## config.mk

```make
export PLATFORM = sky130hd
export DESIGN_NAME = lbm_unit
export DESIGN_NICKNAME = d
export VERILOG_FILES = /design/src/rtl/lbm_pkg.sv /design/src/rtl/lbm_operand.sv /design/src/rtl/lbm_transform.sv /design/src/rtl/lbm_flags.sv /design/src/rtl/lbm_unit.sv
export SDC_FILE = /design/constraint.sdc
export NUM_CORES = 1
export LEC_CHECK = 0
export ABC_AREA = 0
export BUFFER_PORTS_ARGS = -buffer_cell sky130_fd_sc_hd__buf_2
export CAP_MARGIN = 20
export CORE_AREA = 2 2 164 166
export DETAILED_ROUTE_END_ITERATION = 8
export DIE_AREA = 0 0 166 168
export HOLD_SLACK_MARGIN = 0.12
export PLACE_DENSITY_LB_ADDON = 0.05
export SLEW_MARGIN = 0
export SYNTH_ARGS = -nofsm -noshare
export SYNTH_HDL_FRONTEND = slang
export SYNTH_SLANG_ARGS = --single-unit
```

## constraint.sdc

```tcl
create_clock -name clk -period 3.2 [get_ports clk]
set_input_delay 0.16 -clock clk [delete_from_list [all_inputs] [get_ports clk]]
set_output_delay 0.16 -clock clk [all_outputs]
set_load 0.01 [all_outputs]
```

## src/rtl/lbm_pkg.sv

```systemverilog
package lbm_pkg;

    localparam int unsigned LBM_OP_W = 4;

    typedef enum logic [LBM_OP_W-1:0] {
        LBM_ANDN      = 4'd0,
        LBM_SET_ISO   = 4'd1,
        LBM_SET_MSK   = 4'd2,
        LBM_SET_CLR   = 4'd3,
        LBM_SET_FILL  = 4'd4,
        LBM_SET_ISOC  = 4'd5,
        LBM_CLR_FILL  = 4'd6,
        LBM_CLR_ISO   = 4'd7,
        LBM_CLR_ISOC  = 4'd8,
        LBM_CLR_MSK   = 4'd9,
        LBM_CLR_SET   = 4'd10,
        LBM_TZ_MSK    = 4'd11,
        LBM_TO_IMSK   = 4'd12,
        LBM_RSV13     = 4'd13,
        LBM_RSV14     = 4'd14,
        LBM_RSV15     = 4'd15
    } lbm_op_e;

    typedef enum logic {
        LBM_W32 = 1'b0,
        LBM_W64 = 1'b1
    } lbm_width_e;

    // True for the operations whose carry reports a zero source.
    function automatic logic lbm_set_group(input lbm_op_e op);
        return (op == LBM_SET_ISO) || (op == LBM_SET_MSK) ||
               (op == LBM_SET_CLR) || (op == LBM_SET_FILL) ||
               (op == LBM_SET_ISOC);
    endfunction

    function automatic logic lbm_single_bit_op(input lbm_op_e op);
        return (op == LBM_SET_ISO) || (op == LBM_CLR_ISO);
    endfunction

endpackage

```

## src/rtl/lbm_operand.sv

```systemverilog
module lbm_operand #(
    parameter int unsigned DATA_W = 64
) (
    input  lbm_pkg::lbm_width_e width,
    input  logic [DATA_W-1:0]   x_in,
    input  logic [DATA_W-1:0]   y_in,
    output logic [DATA_W-1:0]   lane_mask,
    output logic [DATA_W-1:0]   x_m,
    output logic [DATA_W-1:0]   y_m,
    output logic [DATA_W-1:0]   x_dec,
    output logic [DATA_W-1:0]   x_inc
);
    localparam int unsigned HALF_W = DATA_W / 2;
    localparam logic [DATA_W-1:0] ONE = DATA_W'(1);

    // Per-bit lane enable: upper half only participates in wide mode.
    for (genvar i = 0; i < DATA_W; i++) begin : g_lane
        if (i < HALF_W) begin : g_low
            assign lane_mask[i] = 1'b1;
        end else begin : g_high
            assign lane_mask[i] = (width == lbm_pkg::LBM_W64);
        end
    end

    assign x_m   = x_in & lane_mask;
    assign y_m   = y_in & lane_mask;
    // Full-width arithmetic; carries into the upper half are masked later.
    assign x_dec = x_m - ONE;
    assign x_inc = x_m + ONE;

endmodule

```

## src/rtl/lbm_transform.sv

```systemverilog
module lbm_transform #(
    parameter int unsigned DATA_W = 64
) (
    input  lbm_pkg::lbm_op_e  op,
    input  logic [DATA_W-1:0] lane_mask,
    input  logic [DATA_W-1:0] x_m,
    input  logic [DATA_W-1:0] y_m,
    input  logic [DATA_W-1:0] x_dec,
    input  logic [DATA_W-1:0] x_inc,
    output logic [DATA_W-1:0] res
);
    import lbm_pkg::*;

    logic [DATA_W-1:0] raw;
    logic [DATA_W-1:0] x_neg;

    assign x_neg = ~x_dec;   // -x == ~(x-1)

    always_comb begin
        unique case (op)
            LBM_ANDN:     raw = ~x_m & y_m;
            LBM_SET_ISO:  raw = x_m & x_neg;
            LBM_SET_MSK:  raw = x_m ^ x_dec;
            LBM_SET_CLR:  raw = x_m & x_dec;
            LBM_SET_FILL: raw = x_m | x_dec;
            LBM_SET_ISOC: raw = ~x_m | x_dec;
            LBM_CLR_FILL: raw = x_m & x_inc;
            LBM_CLR_ISO:  raw = ~x_m & x_inc;
            LBM_CLR_ISOC: raw = x_m | ~x_inc;
            LBM_CLR_MSK:  raw = x_m ^ x_inc;
            LBM_CLR_SET:  raw = x_m | x_inc;
            LBM_TZ_MSK:   raw = ~x_m & x_dec;
            LBM_TO_IMSK:  raw = ~x_m | x_inc;
            default:      raw = '0;
        endcase
    end

    assign res = raw & lane_mask;

endmodule

```

## src/rtl/lbm_flags.sv

```systemverilog
module lbm_flags #(
    parameter int unsigned DATA_W = 64
) (
    input  lbm_pkg::lbm_op_e  op,
    input  logic [DATA_W-1:0] x_m,
    input  logic [DATA_W-1:0] res,
    output logic              zf,
    output logic              cf
);
    assign zf = (res == '0);
    assign cf = lbm_pkg::lbm_set_group(op) && (x_m == '0);
endmodule

```

## src/rtl/lbm_unit.sv

```systemverilog
module lbm_unit #(
    parameter int unsigned DATA_W = 64
) (
    input  logic              clk,
    input  logic              rst,
    input  logic              in_valid,
    input  logic [3:0]        in_op,
    input  logic              in_wide,
    input  logic [DATA_W-1:0] in_x,
    input  logic [DATA_W-1:0] in_y,
    output logic              out_valid,
    output logic [DATA_W-1:0] out_res,
    output logic              out_zf,
    output logic              out_cf
);
    import lbm_pkg::*;

    localparam int unsigned HALF_W = DATA_W / 2;

    typedef struct packed {
        logic [DATA_W-1:0] res;
        logic              zf;
        logic              cf;
    } lbm_result_t;

    lbm_op_e     op;
    lbm_width_e  width;
    logic [DATA_W-1:0] lane_mask, x_m, y_m, x_dec, x_inc, res_c;
    lbm_result_t next_q, cur_q;
    logic        valid_q;

    assign op    = lbm_op_e'(in_op);
    assign width = lbm_width_e'(in_wide);

    lbm_operand #(.DATA_W(DATA_W)) u_operand (
        .width(width), .x_in(in_x), .y_in(in_y), .lane_mask(lane_mask),
        .x_m(x_m), .y_m(y_m), .x_dec(x_dec), .x_inc(x_inc)
    );

    lbm_transform #(.DATA_W(DATA_W)) u_transform (
        .op(op), .lane_mask(lane_mask), .x_m(x_m), .y_m(y_m),
        .x_dec(x_dec), .x_inc(x_inc), .res(res_c)
    );

    lbm_flags #(.DATA_W(DATA_W)) u_flags (
        .op(op), .x_m(x_m), .res(res_c), .zf(next_q.zf), .cf(next_q.cf)
    );

    assign next_q.res = res_c;

    always_ff @(posedge clk) begin
        if (rst) begin
            valid_q <= 1'b0;
            cur_q   <= '0;
        end else begin
            valid_q <= in_valid;
            if (in_valid) cur_q <= next_q;
        end
    end

    assign out_valid = valid_q;
    assign out_res   = cur_q.res;
    assign out_zf    = cur_q.zf;
    assign out_cf    = cur_q.cf;

    AST_VALID_FOLLOWS: assert property (@(posedge clk) disable iff (rst)
        in_valid |=> out_valid);
    AST_IDLE_HOLDS: assert property (@(posedge clk) disable iff (rst)
        !in_valid |=> (!out_valid && $stable(out_res) && $stable(out_zf) && $stable(out_cf)));
    AST_NARROW_UPPER: assert property (@(posedge clk) disable iff (rst)
        (in_valid && !in_wide) |=> (out_res[DATA_W-1:HALF_W] == '0));
    AST_ZF_TRACKS: assert property (@(posedge clk) disable iff (rst)
        out_valid |-> (out_zf == (out_res == '0)));
    AST_CF_ONLY_SET_GROUP: assert property (@(posedge clk) disable iff (rst)
        (in_valid && !lbm_set_group(op)) |=> !out_cf);
    AST_RSV_ZERO: assert property (@(posedge clk) disable iff (rst)
        (in_valid && in_op > 4'd12) |=> (out_res == '0 && out_zf && !out_cf));
    AST_ISO_ONEHOT: assert property (@(posedge clk) disable iff (rst)
        (in_valid && lbm_single_bit_op(op)) |=> $onehot0(out_res));

endmodule

```

==> results, run 1 <==
- The placer's final routability congestion estimate is 1.32.
- In this run the number of H-tree levels came out at 3.
- The sequential cell area fraction in the yosys report is 0.105.
- The number of warnings reported in the yosys synthesis log is 0.
- By area the synthesized netlist is led by sky130_fd_sc_hd__dfxtp_1 (10%), sky130_fd_sc_hd__a21oi_1 (8.0%), sky130_fd_sc_hd__nor2_1 (6.9%).
- The share of Yosys cell area claimed by the top area cell type is 0.105.
- The clock root buffer master is sky130_fd_sc_hd__clkbuf_16.
- The number of clock sinks is 67.
- The run stopped with a tool error.
- The initial utilization of the core area, before any placement, comes to 0.486.
- The first error in the log reads "[ERROR GRT-0116] Global routing finished with congestion. Check the congestion regions in the DRC Viewer".
- The mean cell area of the mapped netlist is 6.18 sq um.
- The cell count after synthesis is 2074.
- The post-synthesis cell type with the largest combined area is sky130_fd_sc_hd__dfxtp_1.
- The post-DP HPWL is 68700 um.
- The global route total overflow is 97.
- From left edge to right edge, the die measures 166 um.
- The number of different library cells in the post-synthesis netlist is 92.
- The number of buffers created by CTS is 9.
- During placement, the flow inserted port buffers numbering 202.
- The floorplan die height is 168 um.
- The overall routing resource usage is 0.677.
- Entering global routing, the biggest net connects 77 pins.
- The number of hold buffers added after cts is 0.
- The site row count is 60.
- After synthesis the netlist holds a flip-flop and latch count of 67.
- The cell area that synthesis handed to floorplanning was 12800 sq um.
- The share of flip-flops with an asynchronous set or reset after synthesis is 0.
- The I/O pin total is 203.
- The global-route wire length before repair is 145000 um.
- The number of flops mapped to enable cells by yosys is 0.
- Progress stopped at global routing (5_1_grt).
- The number of buffers on the longest clock path is 2.
- The commonest register cell after synthesis is sky130_fd_sc_hd__dfxtp_1.
- Counting every net in the synthesized netlist gives 2213.
- The via count of the first global-routing pass was 23100.
-- timing repair --
action                                  in CTS
gates cloned                                 1
buffers inserted                            18
endpoints found under the setup margin       5
resized for setup                          105
pin swaps                                   37
-- through the flow --
step	hold WS [ps]	instance area [sq um]	std cells	setup WS (ps)	TNS (ps)
2_1_floorplan	443	12900	2074	2.09	0
3_3_place_gp	451	18900	3101	-1410	-5390
3_5_place_dp	460	18900	3102	-925	-5620
4_1_cts	455	19900	3136	-0.457	-0.457
-- kinds of logic after synthesis --
group	after synthesis	synth area share
AOI/OAI and AO/OA	721	0.360
and+or+nand+nor	964	0.393
DFF	67	0.105
xor gates and xnor gates	20	0.0137
adders and majority gates	3	0.00293
muxes	68	0.0535
buffers and inverters	231	0.0718
-- layer usage --
metal | overflow | global-route usage
met1 | 0 | 0.719
met2 | 49 | 0.855
met3 | 0 | 0.480
met4 | 48 | 0.626
met5 | 0 | 0.139
-- cells in the mapped netlist (11+ instances only) --
cell / instances
sky130_fd_sc_hd__or3_1: 24
sky130_fd_sc_hd__dfxtp_1: 67
sky130_fd_sc_hd__mux2i_1: 64
sky130_fd_sc_hd__o22ai_1: 31
sky130_fd_sc_hd__buf_1: 24
sky130_fd_sc_hd__a31oi_1: 40
sky130_fd_sc_hd__nor2b_1: 11
sky130_fd_sc_hd__inv_1: 13
sky130_fd_sc_hd__or4_1: 25
sky130_fd_sc_hd__and2_1: 28
sky130_fd_sc_hd__o21ai_0: 170
sky130_fd_sc_hd__a22oi_1: 19
sky130_fd_sc_hd__and3_1: 31
sky130_fd_sc_hd__nand2_1: 229
sky130_fd_sc_hd__o221ai_1: 17
sky130_fd_sc_hd__nor3_1: 81
sky130_fd_sc_hd__nand3_1: 91
sky130_fd_sc_hd__nand4_1: 57
sky130_fd_sc_hd__nor2_1: 235
sky130_fd_sc_hd__nand2b_1: 16
sky130_fd_sc_hd__nor4_1: 50
sky130_fd_sc_hd__nor4_2: 12
sky130_fd_sc_hd__xnor2_1: 16
sky130_fd_sc_hd__o211ai_1: 15
sky130_fd_sc_hd__o31ai_1: 15
sky130_fd_sc_hd__buf_2: 33
sky130_fd_sc_hd__a2111oi_0: 14
sky130_fd_sc_hd__a211oi_1: 52
sky130_fd_sc_hd__a221oi_1: 15
sky130_fd_sc_hd__o2111ai_1: 11
sky130_fd_sc_hd__clkbuf_1: 158
sky130_fd_sc_hd__a21oi_1: 204
sky130_fd_sc_hd__and4_1: 15
==> run 2: changes to the inputs <==
--- a/config.mk
+++ b/config.mk
@@ -8,11 +8,10 @@
 export ABC_AREA = 0
 export BUFFER_PORTS_ARGS = -buffer_cell sky130_fd_sc_hd__buf_2
 export CAP_MARGIN = 20
-export CORE_AREA = 2 2 164 166
+export CORE_AREA = 2 2 195 197
 export DETAILED_ROUTE_END_ITERATION = 8
-export DIE_AREA = 0 0 166 168
-export HOLD_SLACK_MARGIN = 0.12
-export PLACE_DENSITY_LB_ADDON = 0.05
+export DIE_AREA = 0 0 197 199
+export PLACE_DENSITY_LB_ADDON = 0.15
 export SLEW_MARGIN = 0
 export SYNTH_ARGS = -nofsm -noshare
 export SYNTH_HDL_FRONTEND = slang
==> constraint.sdc (replaced) <==
create_clock -name clk -period 4.2 [get_ports clk]
set_input_delay 0.21 -clock clk [delete_from_list [all_inputs] [get_ports clk]]
set_output_delay 0.21 -clock clk [all_outputs]
set_load 0.01 [all_outputs]
==> run 2 against run 1 <==
Against the previous run: the run now ends clean; area after synthesis is the same; synthesized cell count is the same.
==> results, run 2 <==
- In the global route stage, met2 resource usage came out at 0.760.
- The maximum frequency from static timing analysis is 0.244 GHz.
- The relative slew slack is 0.194.
- The initial antenna violation count was 6.
- The maximum level of the CTS H-tree is 3.
- Summed over all layers, the global routing overflow is 0.
- Power spread over the standard cell area amounts to 181 nW/um^2.
- Dividing the synthesized area by the synthesized cell count gives 6.18 sq um.
- For this run, global-route usage on met3 was measured as 0.169.
- At the pin with the least slew margin, the transition time is 1210 ps.
- The register with the most flip-flops in the layout has 64 of them.
- The overall via count from detail_route is 21100.
- The area of the mapped netlist is 12800 sq um.
- The post-synthesis cell type with the largest combined area is sky130_fd_sc_hd__dfxtp_1.
- Along the worst path, the maximum fanout reaches 9.
- The first global-routing pass estimated 144000 um of wire.
- The final worst-path cycle share is 0.975.
- Max-cap violations in this run came to 0.
- Data on the critical path is required at its endpoint by 4450 ps.
- The number of different library cells in the post-synthesis netlist is 92.
- The placer's final routability congestion estimate is 1.12.
- Leaving out fill and tap cells, the most frequent cell in the layout is sky130_fd_sc_hd__buf_4.
- The synthesized netlist net count is 2213.
- The chip width is 197 um.
- The number of setup buffers added after CTS is 0.
- Between clock sinks in the finished design, the worst skew comes to 0 ps.
- By instance count, the leading cell after synthesis is sky130_fd_sc_hd__nor2_1.
- The reported leakage power is 0.00639 uW.
- The startpoint class of the critical path is an input port.
- For the worst-skew pair, the clock arrives at the later sink with an insertion delay of 330 ps.
- The layout has 4030 filler cells.
- For this run, the leading register cell type out of synthesis is sky130_fd_sc_hd__dfxtp_1.
- met2 is the most crowded layer.
- The number of clock sinks is 67.
- In the final routed layout, each cell accounts on average for 35.9 um.
- The post-layout total power is 2990 uW.
- The final antenna-violating net count is 0.
- The worst setup path is of the in2reg kind.
- Sorting the synthesized cells by area gives the leading types as sky130_fd_sc_hd__dfxtp_1 (10%), sky130_fd_sc_hd__a21oi_1 (8.0%), sky130_fd_sc_hd__nor2_1 (6.9%).
- The clock root buffer master is sky130_fd_sc_hd__clkbuf_16.
- The flow ran to the end, and the final reports show no timing, DRC or antenna violations.
- The core region is 37100 sq um.
- The share of Yosys cell area claimed by the top area cell type is 0.105.
- The clock tree from TritonCTS is yes.
- The longest clock path from root to sink contains 2 buffers.
- Buffers placed on the I/O ports in this run total 202.
- Setup violations remaining at the end of the flow were counted as 0.
- The worst path needs 4100 ps of the cycle, external delays included.
- For this run, global-route usage on met1 was measured as 0.587.
- The initial utilization of the core area, before any placement, comes to 0.345.
- The register clock-pin slew on the reported worst setup and hold paths is 60 ps.
- The total of flip-flops plus latches after synthesis is 67.
- The via count of the first global-routing pass is 19600.
- Entering global routing, the biggest net connects 77 pins.
- The number of buffers created by CTS is 9.
- In this run, the number of DRC markers left after iteration 0 of detailed routing was 3313.
- At the worst endpoint, the arrival time is 4340 ps.
- The I/O pin total is 203.
- The first detailed-routing pass took 8 iterations.
- Dividing the detail-routed via count by the number of cells gives 7.32.
- The number of design rule violations left after detail routing is 0.
- The number of nets in the final layout is 2537.
- Counting instances in the post-synthesis netlist gives the leading cell types as sky130_fd_sc_hd__nor2_1 (235), sky130_fd_sc_hd__nand2_1 (229), sky130_fd_sc_hd__a21oi_1 (204).
- The post-layout utilization of the core is 0.445.
- In this run, synthesis inferred 0 flip-flops with an integrated enable.
- After floorplanning, the core was divided into 71 placement rows.
- Setup repair after global routing left no endpoint under its margin.
- The worst-case IR drop observed on VDD is 0.199 mV.
- Counting every instance in the synthesized netlist gives 2074.
- The final count of pins violating max slew is 0.
- The area growth from synthesis to layout is 29.0%.
- Of the synthesized area, sequential elements account for 0.105.
- The overall routing resource usage is 0.515.
- The number of hold-slack violations in the final timing report was 0.
- The worst min-delay path category is in2reg.
- The area enclosed by the die boundary is 39200 sq um.
- The total wire length is 104000 um.
- The library cells used most frequently in the layout, excluding fill and tap cells, are sky130_fd_sc_hd__buf_4 (325), sky130_fd_sc_hd__nor2_1 (231), sky130_fd_sc_hd__nand2_1 (229).
- The floorplan die height is 199 um.
- The post-DP HPWL is 78400 um.
- The worst setup path is captured at a flip-flop.
- The share of layout cells above drive strength 1 is 0.259.
- The number of warnings reported in the yosys synthesis log is 0.
- Of all flip-flops after synthesis, the portion carrying an async set or reset was 0.
-- run 2: cell counts after synthesis --
Identical to the previous run, type by type.
-- run 2: repair_timing --
item | 4_1_cts | 5_1_grt
gates resized for setup | 1 | 5
hold buffers | 0 | 0
endpoints found under the setup margin | 1 | 1
-- run 2: path summary, 6_finish.rpt --
| path | from | endpoint | cells after the start | slack (ps) |
|---|---|---|---|---|
| max | in_x[21] | out_zf | 15 | 100 |
| min reg2reg | out_res[50] | out_res[50] | 2 | 460 |
| max reg2reg | out_res[1] | out_res[1] | 2 | 3410 |
| min | in_valid | out_valid | 4 | 440 |
-- run 2: per-layer routing --
metal / routed length (um) / up-vias
li1: - / 8590
met2: 42000 / 2033
met5: 26 / -
met1: 36000 / 9801
met4: 12100 / 4
met3: 13600 / 692
-- run 2: kinds of logic (layout without fill, tap and decap cells) --
kind of cell / after synthesis / after routing / share of synthesized area
AND/OR/NAND/NOR: 964 / 964 / 0.393
AO/OA/AOI/OAI: 721 / 721 / 0.360
buffers and inverters: 231 / 560 / 0.0718
multiplexers: 68 / 68 / 0.0535
flip-flops: 67 / 67 / 0.105
XOR/XNOR: 20 / 20 / 0.0137
adder cells (fa/ha/maj): 3 / 3 / 0.00293
other: 0 / 8 / 0
-- run 2: layout make-up --
cell class	instances	area [sq um]	area share
Clock inverter	7	100	0.00606
Antenna cell	8	20.0	0.00121
Sequential cell	67	1340	0.0812
Clock buffer	9	225	0.0136
Timing Repair Buffer	531	3530	0.214
Multi-Input combinational cell	1776	10700	0.645
Tap cell	474	593	0.0359
Inverter	13	48.8	0.00295
-- run 2: power breakdown --
part / switching, uW / internal [uW] / total, uW
combinational: 1010 / 461 / 1470
clock: 305 / 524 / 829
sequential: 17.8 / 672 / 690
total: 1330 / 1660 / 2990
-- run 2: stage by stage --
| step | setup slack [ps] | hold slack (ps) | TNS (ps) | instance area (sq um) | std cells |
|---|---|---|---|---|---|
| after floorplan | 881 | 486 | 0 | 12800 | 2074 |
| after global placement | -671 | 449 | -1190 | 16100 | 2860 |
| after detailed placement | -597 | 449 | -931 | 16100 | 2860 |
| after CTS | 73.6 | 442 | 0 | 16400 | 2876 |
| after global routing | 6.89 | 465 | 0 | 16500 | 2878 |
| final | 104 | 445 | 0 | 16500 | 2885 |
-- run 2: critical path, cell delays in order --
cell                       delay (ps)
sky130_fd_sc_hd__buf_2            260
sky130_fd_sc_hd__nand4_1          270
sky130_fd_sc_hd__buf_4            250
sky130_fd_sc_hd__nor4_1           570
sky130_fd_sc_hd__nand2_1          220
sky130_fd_sc_hd__mux2i_1          160
sky130_fd_sc_hd__o21ai_0          140
sky130_fd_sc_hd__nor4bb_2         670
sky130_fd_sc_hd__buf_4            230
sky130_fd_sc_hd__nand2_1           50
sky130_fd_sc_hd__or4_1            430
sky130_fd_sc_hd__nor4_1           350
sky130_fd_sc_hd__buf_4            190
sky130_fd_sc_hd__nand4_1          110
sky130_fd_sc_hd__o31ai_2          240
Note: power is estimated with default switching activity, not from simulation.
